### config.mk
export PLATFORM = sky130hd
export DESIGN_NAME = ssrx_framer
export DESIGN_NICKNAME = d
export VERILOG_FILES = /design/src/rtl/ssrx_pkg.sv /design/src/rtl/ssrx_shreg.sv /design/src/rtl/ssrx_allow.sv /design/src/rtl/ssrx_status.sv /design/src/rtl/ssrx_framer.sv
export SDC_FILE = /design/constraint.sdc
export NUM_CORES = 1
export LEC_CHECK = 0
export BUFFER_PORTS_ARGS = -buffer_cell sky130_fd_sc_hd__clkbuf_2
export CORE_MARGIN = 1
export CORE_UTILIZATION = 40
export DETAILED_ROUTE_END_ITERATION = 7
export PLACE_DENSITY = 0.72
export RECOVER_POWER = 100
export SETUP_SLACK_MARGIN = 0.4
export SLEW_MARGIN = 25
export SYNTH_ARGS = -nofsm -noshare
export SYNTH_HDL_FRONTEND = slang
export SYNTH_SLANG_ARGS = --single-unit
export TNS_END_PERCENT = 5
### constraint.sdc
create_clock -name clk -period 1.9 [get_ports clk]
set_clock_uncertainty 0.2 [all_clocks]
set_input_delay 0.38 -clock clk [delete_from_list [all_inputs] [get_ports clk]]
set_output_delay 0.38 -clock clk [all_outputs]
set_load 0.02 [all_outputs]
### src/rtl/ssrx_pkg.sv
package ssrx_pkg;

  typedef enum logic [2:0] {
    S_HUNT = 3'd0,
    S_DATA = 3'd1,
    S_PAR  = 3'd2,
    S_STOP = 3'd3,
    S_MARK = 3'd4
  } rx_state_e;

  typedef enum logic [1:0] {
    OVS_NONE = 2'b00,
    OVS_WIDE = 2'b01,
    OVS_TIGHT = 2'b10,
    OVS_RSVD = 2'b11
  } ovs_mode_e;

endpackage

### src/rtl/ssrx_shreg.sv
module ssrx_shreg #(
  parameter int WIDTH = 8
) (
  input  logic             clk,
  input  logic             rst_n,
  input  logic             shift_en,
  input  logic             din,
  output logic [WIDTH-1:0] word
);

  logic [WIDTH-1:0] sh_q, sh_d;

  always_comb begin
    sh_d = sh_q;
    if (shift_en) sh_d = {din, sh_q[WIDTH-1:1]};
  end

  always_ff @(posedge clk or negedge rst_n) begin
    if (!rst_n) sh_q <= '0;
    else        sh_q <= sh_d;
  end

  assign word = sh_q;

endmodule

### src/rtl/ssrx_allow.sv
module ssrx_allow #(
  parameter int WIN_WIDE  = 8,
  parameter int WIN_TIGHT = 4
) (
  input  logic       clk,
  input  logic       rst_n,
  input  logic       push,
  input  logic       miss,
  input  logic [1:0] ovs,
  output logic       tolerate
);
  import ssrx_pkg::*;

  localparam int HD = WIN_WIDE - 1;

  logic [HD-1:0] hist_q, hist_d;
  logic          clean_wide, clean_tight;

  assign clean_wide  = ~|hist_q;
  assign clean_tight = ~|hist_q[WIN_TIGHT-2:0];

  always_comb begin
    case (ovs_mode_e'(ovs))
      OVS_WIDE:  tolerate = clean_wide;
      OVS_TIGHT: tolerate = clean_tight;
      default:   tolerate = 1'b0;
    endcase
  end

  always_comb begin
    hist_d = hist_q;
    if (push) hist_d = {hist_q[HD-2:0], miss};
  end

  always_ff @(posedge clk or negedge rst_n) begin
    if (!rst_n) hist_q <= '0;
    else        hist_q <= hist_d;
  end

endmodule

### src/rtl/ssrx_status.sv
module ssrx_status #(
  parameter int WIDTH = 8
) (
  input  logic             clk,
  input  logic             rst_n,
  input  logic             load,
  input  logic [WIDTH-1:0] word,
  input  logic             ferr_new,
  input  logic             even_new,
  input  logic             host_rd,
  output logic [WIDTH-1:0] rx_data,
  output logic             flag_ready,
  output logic             flag_ovf,
  output logic             flag_ferr,
  output logic             flag_evpar
);

  logic [WIDTH-1:0] data_q, data_d;
  logic rdy_q, rdy_d, ovf_q, ovf_d, ferr_q, ferr_d, ev_q, ev_d;

  always_comb begin
    data_d = data_q;
    rdy_d  = rdy_q;
    ovf_d  = ovf_q;
    ferr_d = ferr_q;
    ev_d   = ev_q;
    if (host_rd) begin
      rdy_d = 1'b0;
      ovf_d = 1'b0;
    end
    if (load) begin
      data_d = word;
      rdy_d  = 1'b1;
      ferr_d = ferr_new;
      ev_d   = even_new;
      if (rdy_q && !host_rd) ovf_d = 1'b1;
    end
  end

  always_ff @(posedge clk or negedge rst_n) begin
    if (!rst_n) begin
      data_q <= '0;
      rdy_q  <= 1'b0;
      ovf_q  <= 1'b0;
      ferr_q <= 1'b0;
      ev_q   <= 1'b0;
    end else begin
      data_q <= data_d;
      rdy_q  <= rdy_d;
      ovf_q  <= ovf_d;
      ferr_q <= ferr_d;
      ev_q   <= ev_d;
    end
  end

  assign rx_data    = data_q;
  assign flag_ready = rdy_q;
  assign flag_ovf   = ovf_q;
  assign flag_ferr  = ferr_q;
  assign flag_evpar = ev_q;

endmodule

### src/rtl/ssrx_framer.sv
module ssrx_framer #(
  parameter int DATA_MAX  = 8,
  parameter int WIN_WIDE  = 8,
  parameter int WIN_TIGHT = 4
) (
  input  logic                clk,
  input  logic                rst_n,
  input  logic                bit_stb,
  input  logic                bit_in,
  input  logic                cfg_len8,
  input  logic                cfg_par_en,
  input  logic [1:0]          cfg_ovs,
  input  logic                host_rd,
  output logic [DATA_MAX-1:0] rx_data,
  output logic                flag_ready,
  output logic                flag_ovf,
  output logic                flag_ferr,
  output logic                flag_evpar
);
  import ssrx_pkg::*;

  localparam int CW = $clog2(DATA_MAX + 1);
  localparam logic [CW-1:0] LAST_LONG  = CW'(DATA_MAX - 1);
  localparam logic [CW-1:0] LAST_SHORT = CW'(DATA_MAX - 2);

  rx_state_e state_q, state_d;
  logic [CW-1:0] cnt_q, cnt_d, last_idx;
  logic par_q, par_d;
  logic shift_en, xfer, miss, tol;
  logic [DATA_MAX-1:0] sh_word, char_word;
  logic even_new;

  assign last_idx = cfg_len8 ? LAST_LONG : LAST_SHORT;

  // next-state logic of the framing sequencer
  always_comb begin
    state_d  = state_q;
    cnt_d    = cnt_q;
    par_d    = par_q;
    shift_en = 1'b0;
    xfer     = 1'b0;
    miss     = 1'b0;
    if (bit_stb) begin
      case (state_q)
        S_HUNT: begin
          if (!bit_in) begin
            state_d = S_DATA;
            cnt_d   = '0;
          end
        end
        S_DATA: begin
          shift_en = 1'b1;
          if (cnt_q == last_idx) state_d = cfg_par_en ? S_PAR : S_STOP;
          else                   cnt_d   = cnt_q + 1'b1;
        end
        S_PAR: begin
          par_d   = bit_in;
          state_d = S_STOP;
        end
        S_STOP: begin
          xfer = 1'b1;
          miss = !bit_in;
          if (bit_in) begin
            state_d = S_HUNT;
          end else if (tol) begin
            state_d = S_DATA;
            cnt_d   = '0;
          end else begin
            state_d = S_MARK;
          end
        end
        S_MARK: begin
          if (bit_in) state_d = S_HUNT;
        end
        default: state_d = S_HUNT;
      endcase
    end
  end

  always_ff @(posedge clk or negedge rst_n) begin
    if (!rst_n) begin
      state_q <= S_HUNT;
      cnt_q   <= '0;
      par_q   <= 1'b0;
    end else begin
      state_q <= state_d;
      cnt_q   <= cnt_d;
      par_q   <= par_d;
    end
  end

  ssrx_shreg #(.WIDTH(DATA_MAX)) u_shreg (
    .clk      (clk),
    .rst_n    (rst_n),
    .shift_en (shift_en),
    .din      (bit_in),
    .word     (sh_word)
  );

  assign char_word = cfg_len8 ? sh_word : {1'b0, sh_word[DATA_MAX-1:1]};
  assign even_new  = ~(^char_word ^ (cfg_par_en & par_q));

  ssrx_allow #(.WIN_WIDE(WIN_WIDE), .WIN_TIGHT(WIN_TIGHT)) u_allow (
    .clk      (clk),
    .rst_n    (rst_n),
    .push     (xfer),
    .miss     (miss),
    .ovs      (cfg_ovs),
    .tolerate (tol)
  );

  ssrx_status #(.WIDTH(DATA_MAX)) u_status (
    .clk        (clk),
    .rst_n      (rst_n),
    .load       (xfer),
    .word       (char_word),
    .ferr_new   (miss & ~tol),
    .even_new   (even_new),
    .host_rd    (host_rd),
    .rx_data    (rx_data),
    .flag_ready (flag_ready),
    .flag_ovf   (flag_ovf),
    .flag_ferr  (flag_ferr),
    .flag_evpar (flag_evpar)
  );

endmodule

Yosys cells after proc, flatten, opt, wreduce, memory -nomap -nowiden
Cells that the tools add are included.
Operators by class
  reductions and logical operators: 14
  equality and inequality tests: 13
  add/subtract/negate cells: 1
  muxes and demuxes: 26
  bitwise gates (word level): 5
Operator list (number)
  two-way mux 4 bit: 4
  two-way mux 3 bit: 5
  case mux 3 bit (5 select lines): 1
  two-way mux 1 bit: 13
  inequality test 2 bit, second input constant: 6
  case mux 4 bit (3 select lines): 1
  two-way mux 8 bit: 1
  XOR reduction 8 bit: 1
  OR reduction 7 bit: 1
  equality test 3 x 2 -> 1 bit, second input constant: 2
  AND reduction 6 bit: 1
  adder 4 x 1 -> 4 bit, second input constant: 1
  equality test 4 x 3 -> 1 bit: 1
  logical NOT 1 bit: 4
  AND reduction 4 bit: 1
  equality test 3 x 1 -> 1 bit, second input constant: 1
  equality test 3 bit, second input constant: 1
  logical NOT 3 bit: 1
  nonzero test 3 bit: 1
  OR reduction 3 bit: 1
  bitwise AND 1 bit: 2
  equality test 2 x 1 -> 1 bit, second input constant: 1
  equality test 2 bit, second input constant: 1
  NOT 1 bit: 2
  other kinds (5): 5
Word-level totals
  input bits: 9
  word-level logic and storage cells: 69
  output and inout port bits: 12
  register bits after elaboration: 35

Depth between registers and ports, before layout
Gate-level depths: netlist of the first run.
  word-level depth: 6
  gate-level depth with buffers: 6
  mapped depth without buffers: 6

Cells and area by module
Synthesis of the first run repeated with hierarchy kept, for this count alone.
Second synthesis, totals
  cell total of the unflattened synthesis: 146
  area total of the unflattened synthesis: 1853.0 µm²
Modules (own cells, without submodules)
  ssrx_framer: times used 1, cells each 78, area each 729.4 µm², seq. area each 200.2 µm²
  ssrx_status: times used 1, cells each 27, area each 475.5 µm², seq. area each 300.3 µm²
  ssrx_shreg: times used 1, cells each 17, area each 331.6 µm², seq. area each 200.2 µm²
  ssrx_allow: times used 1, cells each 24, area each 316.6 µm², seq. area each 175.2 µm²

Worst setup path before layout of the first run
Ideal clock, no wire load.
  path type: input-to-reg
  start point: input cfg_ovs[0]
  end point: register cnt_q[0]
  arrival time: 1.584 ns
  library setup time: 0.126 ns
  required time: 1.574 ns
  path buffers: 0
  stages: 6
  setup slack: -0.010 ns
  cell sequence: inv_1 ha_1 nor4_1 a31o_2 nand2_2 a221o_1
On the way
  longest elaborated chain between the ends: 4
  elaborated cells on any way between the ends: 5
  classes of those cells: eq/ne: 3; mux: 1; reduce/logical: 1
RTL lines
  start, declared: line ssrx_framer.sv:12  | input logic [1:0] cfg_ovs,
  equality test 2 bit / equality test 2 x 1 -> 1 bit (equally long branches): line ssrx_allow.sv:23  | case (ovs_mode_e'(ovs))
  case mux 1 bit (2 select lines) *: line ssrx_allow.sv:23
  inequality test 2 bit (no line) *
  AND reduction 6 bit (no line) *
  end signal, assigned: line ssrx_framer.sv:87  | cnt_q <= cnt_d;
  end, declared: line ssrx_framer.sv:27  | logic [CW-1:0] cnt_q, cnt_d, last_idx;
Every way passes the cells marked *; elsewhere a longest branch is shown, timed or not.
A chain may end at the register's enable or synchronous reset.

Worst setup path after layout of the first run
  start point: register state_q[0]
  end point: register cnt_q[0]
On the way
  longest elaborated chain between the ends: 3
  elaborated cells on any way between the ends: 10
  classes of those cells: eq/ne: 6; mux: 1; reduce/logical: 3
RTL lines
  start, declared: line ssrx_framer.sv:26  | rx_state_e state_q, state_d;
  start signal, assigned: line ssrx_framer.sv:86  | state_q <= state_d;
  equality test 3 x 1 -> 1 bit (tied with other cells): line ssrx_framer.sv:44  | case (state_q)
  inequality test 2 bit (no line) / nonzero test 3 bit (equally long branches)
  AND reduction 6 bit (no line)
Parallel ways exist; a longest one is shown, timed or not.

==> flow_summary.toml, run 1 <==
[run_status]
status = "completed"

[grt]
antenna_found_initial = 0
grt_pass1_wl_mm = 5.51
grt_pass1_vias = 1256
grt.overflow.total = 0
grt_start_max_net_pins = 36
track_usage_pct = 16.8

[clock_network]
clk_pin_slew_ns = 0.07
cts_root_buf = "clkbuf_8"
cts_sinks = 35
cts_inserted_buffers = 5
cts_buffer_depth = 2
clock_latency_ns = 0.29
htree_levels = 2
cts_tree = "yes"

[synth]
synth.cell_area_um2 = 1720
yosys.area.top_type = "dfrtp_1"
synth_edf_count = 0
synth_seq_cells = 35
synth.area.top_cells = "dfrtp_1, mux2_2, mux2i_1, nand2_1, o21ai_0"
yosys.area.top_type_share_pct = 50.9
yosys_warnings = 0
yosysSeqAreaShare_pct = 50.9
synth_top_flop_cell = "dfrtp_1"
syn_nets = 167
yosysMostFrequentCell = "dfrtp_1"
synth_cell_type_count = 36
avgSynthCellArea_um2 = 11.1
syn_inst = 155
synth-async-reset-ratio_pct = 100
yosys-top-cells-count = "dfrtp_1, nand2_1, mux2_2"

[route]
wl_mm = 3.25
avgViaCountPerCell = 5.26
via_count = 1262
drtAntennaViolNets = 0
drt-pass1-iter-count = 4
wire_per_inst_um = 13.6
drcViolationCount = 0
drt-initial-drc-count = 41

[setup_path]
cp_num_cells = 5
required_ns = 1.86
cp_max_fo = 5
critPathArrivalTime_ns = 1.75
crit_chain = "inv_1, nor4b_4, a31o_2, nand2_2, a221o_1"
worst-path-buf-inv = 1
crit_path_end_kind = "flip-flop"
criticalPathCategory = "flip-flop to flip-flop"
rr_worst_depth = 5
cp_slowest_stage_delay_ns = 0.40
crit_path_start_kind = "flip-flop"
critical_path.top_delay_family = "compound AO/OA/AOI/OAI gates"
crit_slowest_cell = "dfrtp_1"

[placement]
port_buffers = 20
dpl_cell_area_um2 = 1960
hpwl_mm = 2.21
gp_congestion = 0.803

[die]
start_util_pct = 42.4
die_width_um = 67.6
dieArea_um2 = 4570
num_rows = 23
ios = 21
dieHeight_um = 67.6
core_area_um2 = 4060

[worst_hold_path]
holdPathStages = 2
worstHoldPathType = "input port to flip-flop"

[finish]
regArea_um2 = 876
diodes = 0
fillers = 389
synthToLayoutAreaGrowth_pct = 20.9
finalNetCount = 202
drive_above_1_share_pct = 29.5
design_area_um2 = 2080
multiInputGateArea_um2 = 848

[sta]
setup_viol = 0
finalCriticalPeriod_ns = 1.79
slew_violations = 0
max_slew_margin_pct = 44.1
period_share_pct = 94.2
finalHoldViolations = 0
rsz0062_at_grt = "yes"
fmax_mhz = 559
tightest_slew_ns = 0.839
fin_hold_ws_ns = 0.0483

[flow_run]
cap_violations = 0

[power_and_ir_drop]
ir_worst_vdd_mv = 0.599
power_density_nw_per_um2 = 1220
p_leak_nw = 0.984
## stage by stage
step	instances	setup TNS [ns]	util (%)	setup WS, ns	power, mW
2_1_floorplan	155	0	-	0.156	1.76
3_3_place_gp	228	0	48.2	0.0331	1.95
3_5_place_dp	228	-0.0209	48.2	-0.0209	1.97
4_1_cts	238	0	51.2	0.0913	2.53
5_1_grt	240	0	51.3	0.0275	2.71
6_report	240	0	51.3	0.110	2.54
## state kept, by name, indices dropped and copies added (netlist names)
register             count
u_shreg.word             8
u_status.rx_data         8
u_allow.hist_q           7
cnt_q                    4
state_q                  3
par_q                    1
u_status.flag_evpar      1
u_status.flag_ferr       1
u_status.flag_ovf        1
u_status.flag_ready      1
## area by class of cell
class / instances / area share [%]
clock buffers: 6 / 3.97
clock inverters: 1 / 0.240
inverters: 6 / 1.08
multi-input cells: 107 / 40.7
flip-flops and latches: 35 / 42.1
well taps: 50 / 3.00
repair buffers: 35 / 8.89
## placed cells by master (no fill, tap or decap), drive strengths merged, types with 2 or more instances in the layout
master and instances:
dfrtp 35, clkbuf 31, nand2 20, mux2 16
o21ai 14, buf 9, mux2i 8, nor2 7
inv 6, a21oi 5, a31oi 4, xor2 4
xnor2 4, ha 3, a21o 2, nand3 2
nor4 2, nor4b 2, nor3 2
## final timing paths
path | startpoint | to | slack [ns]
max | state_q[0]$_DFFE_PN0P_ | cnt_q[0]$_DFFE_PN0P_ | 0.11
min | host_rd | u_status.flag_ovf$_DFF_PN0_ | 0.05
max reg2reg | state_q[0]$_DFFE_PN0P_ | cnt_q[0]$_DFFE_PN0P_ | 0.11
min reg2reg | u_status.flag_evpar$_DFFE_PN0P_ | u_status.flag_evpar$_DFFE_PN0P_ | 0.29
max in group asynchronous | rst_n | u_status.rx_data[0]$_DFFE_PN0P_ | 0.35
min in group asynchronous | rst_n | u_allow.hist_q[6]$_DFFE_PN0P_ | 0.62
## metal layers
layer | routed length (µm) | global-route usage [%] | share of wire, % | up-vias
li1 | - | - | - | 616
met1 | 1490 | 21.1 | 46 | 621
met2 | 1590 | 25.9 | 49 | 21
met3 | 132 | 4.56 | 4.1 | 4
met4 | 39 | 9.57 | 1.2 | 0
met5 | 0 | 0 | 0 | -
## report_power, final
group          leakage, nW  switching [mW]  internal [mW]
sequential           0.471           0.199          0.883
clock               0.0470           0.251          0.284
combinational        0.466           0.390          0.533
## repair_timing
| action | 4_1_cts | 5_1_grt |
|---|---|---|
| pin swaps | 2 | 2 |
| endpoints found under the setup margin | 35 | 34 |
| buffers inserted | 2 | 2 |
| gates resized for setup | 2 | 3 |
| hold endpoints to repair | 35 | 0 |
| hold buffers | 1 | 0 |
## logic make-up after synthesis
kind of cell	share of synthesized area [%]
AND/OR/NAND/NOR	11.3
flip-flops	50.9
AO/OA/AOI/OAI	12.1
multiplexers	15.1
buffers and inverters	3.05
XOR/XNOR	5.38
adder cells (fa/ha/maj)	2.18
(Power assumes the default switching activity.)
==> run 2, diff against run 1 <==
BUFFER_PORTS_ARGS = default   (was -buffer_cell sky130_fd_sc_hd__clkbuf_2)
CORE_UTILIZATION = 35   (was 40)
DONT_BUFFER_PORTS = 1   (was default)
HOLD_SLACK_MARGIN = 0.02   (was default)
PLACE_DENSITY = 0.62   (was 0.72)
==> run 2 against run 1 <==
  * Flip-flop and latch count stayed put
  * Largest power group unchanged
  * Fmax grew 0.32%
  * Wire length is 7.7% higher
==> flow_summary.toml, run 2 (synthesis results as in run 1) <==
[route]
drt-pass1-iter-count = 4
drcViolationCount = 0
drt-initial-drc-count = 74
drtAntennaViolNets = 0
wire_per_inst_um = 14.8
wl_mm = 3.50
via_count = 1210
avgViaCountPerCell = 5.11

[power_and_ir_drop]
pwr-share-clk_pct = 20.8
internal_power_mw = 1.66
combPwrFrac_pct = 36.4
p_leak_nw = 0.933
power_density_nw_per_um2 = 1250
netSwitchingPower_mw = 0.856
ir_worst_vdd_mv = 0.516
power_frac_seq_pct = 42.7
finalPower_mw = 2.51
swShare_pct = 34.0

[finish]
synthToLayoutAreaGrowth_pct = 17.2
mostFrequentLayoutCells = "dfrtp_1, nand2_1, mux2_2, o21ai_0, mux2i_1"
drive_above_1_share_pct = 27.6
diodes = 0
fillers = 459
finalNetCount = 181
final_common_cell = "dfrtp_1"

[grt]
track_usage_pct = 15.2
grt_start_max_net_pins = 36
grt_pass1_wl_mm = 6.05
grt_pass1_vias = 1257
grt.overflow.total = 0
antenna_found_initial = 0

[setup_path]
critPathArrivalTime_ns = 1.76
worst-path-buf-inv = 1
criticalPathCategory = "flip-flop to flip-flop"
critical_path.top_delay_family = "flip-flops"
reg2reg_slack_ns = 0.12
rr_worst_depth = 4
required_ns = 1.88
crit_slowest_cell = "dfrtp_1"
timing.rr.end = "u_shreg.word[5]$_DFFE_PN0P_"
crit_path_start_kind = "flip-flop"
crit_path_end_kind = "flip-flop"
cp_max_fo = 11
r2r-start = "state_q[2]$_DFFE_PN0P_"
crit_chain = "nor2_2, nand3_1, clkbuf_2, mux2_2"
cp_slowest_stage_delay_ns = 0.51

[sta]
fmax_mhz = 561
fin_setup_tns_ns = 0
tightest_slew_ns = 0.876
slew_violations = 0
rsz0062_at_grt = "yes"
max_slew_margin_pct = 41.6
finalHoldViolations = 0
fin_hold_ws_ns = 0.0321
finalCriticalPeriod_ns = 1.78
setup_viol = 0
period_share_pct = 93.9

[clock_network]
cts_root_buf = "clkbuf_8"
clk_pin_slew_ns = 0.07
htree_levels = 2
clock_latency_ns = 0.29
cts_buffer_depth = 2
cts_inserted_buffers = 5
cts_sinks = 35
cts_tree = "yes"

[worst_hold_path]
hold_end = "par_q$_DFFE_PN0P_"
min-delay-start = "bit_in"
holdPathStages = 1
worstHoldPathType = "input port to flip-flop"

[placement]
hpwl_mm = 2.32
port_buffers = 0
gp_congestion = 0.783

[die]
start_util_pct = 36.5
num_rows = 25
ios = 21
dieHeight_um = 72.1
dieArea_um2 = 5200
die_width_um = 72.1
core_area_um2 = 4720

[flow_run]
cap_violations = 0

[run_status]
status = "completed"
==> run 2: cell types whose count changed in the layout (fill, tap and decap cells not counted), sizes merged <==
| cell | delta |
|---|---|
| buf | -2 |
| clkbuf | -22 |
| clkinv | +2 |
| dlygate4sd3 | +2 |
==> run 2: worst max path at each step <==
| stage | start | endpoint | slack, ns | depth (start not counted) |
|---|---|---|---|---|
| 3_5_place_dp | cfg_ovs[0] | cnt_q[0]$_DFFE_PN0P_ | 0.06 | 6 |
| 2_1_floorplan | cnt_q[0]$_DFFE_PN0P_ | state_q[0]$_DFFE_PN0P_ | 0.16 | 5 |
| 6_report | state_q[2]$_DFFE_PN0P_ | u_shreg.word[5]$_DFFE_PN0P_ | 0.12 | 4 |
| 4_1_cts | u_allow.hist_q[6]$_DFFE_PN0P_ | cnt_q[0]$_DFFE_PN0P_ | 0.13 | 5 |
| 3_3_place_gp | cfg_ovs[0] | cnt_q[0]$_DFFE_PN0P_ | 0.12 | 6 |
| 5_1_grt | state_q[2]$_DFFE_PN0P_ | cnt_q[0]$_DFFE_PN0P_ | 0.04 | 5 |
==> run 2: worst register-to-register path, cell delays in order (launching register included) <==
cell	delay (ns)
dfrtp_1	0.51
nor2_2	0.29
nand3_1	0.11
clkbuf_2	0.23
mux2_2	0.32
==> run 2: per-stage QoR <==
step	cell area, µm²	utilization (%)	instances	setup WS (ns)
6_report	2020	42.7	237	0.116
5_1_grt	2020	42.7	237	0.0353
4_1_cts	2030	43.0	236	0.131
3_5_place_dp	1850	39.2	220	0.0610
3_3_place_gp	1850	39.2	220	0.116
2_1_floorplan	1750	-	155	0.156
==> run 2: repair_timing <==
item	CTS	global route
hold endpoints to repair	38	0
setup buffers	4	1
endpoints found under the setup margin	24	34
gates resized for setup	4	0
pin swaps	6	3
hold buffers	4	0
==> run 2: layout make-up <==
class | instances | area [µm²] | share of cell area (%)
clock buffers | 5 | 68.8 | 3.41
well taps | 67 | 83.8 | 4.15
multi-input cells | 107 | 833 | 41.3
flip-flops and latches | 35 | 877 | 43.5
clock inverters | 3 | 15.0 | 0.744
repair buffers | 14 | 118 | 5.83
inverters | 6 | 22.5 | 1.12
==> run 2: power by group through the flow <==
stage / clock (mW) / combinational, mW / sequential [mW]
after floorplan: 0 / 0.737 / 1.02
after global placement: 0 / 0.801 / 1.08
after detailed placement: 0 / 0.833 / 1.10
after CTS: 0.542 / 0.932 / 1.07
after global routing: 0.575 / 1.01 / 1.09
final: 0.524 / 0.916 / 1.07
==> run 2: per-layer routing <==
metal  track usage (%)  vias up  wire length [µm]
met5                 0        -                 0
met1              18.9      597              1560
met2              24.2       30              1680
met3              5.83        9               198
li1                  -      574                 -
met4              5.66        0                74
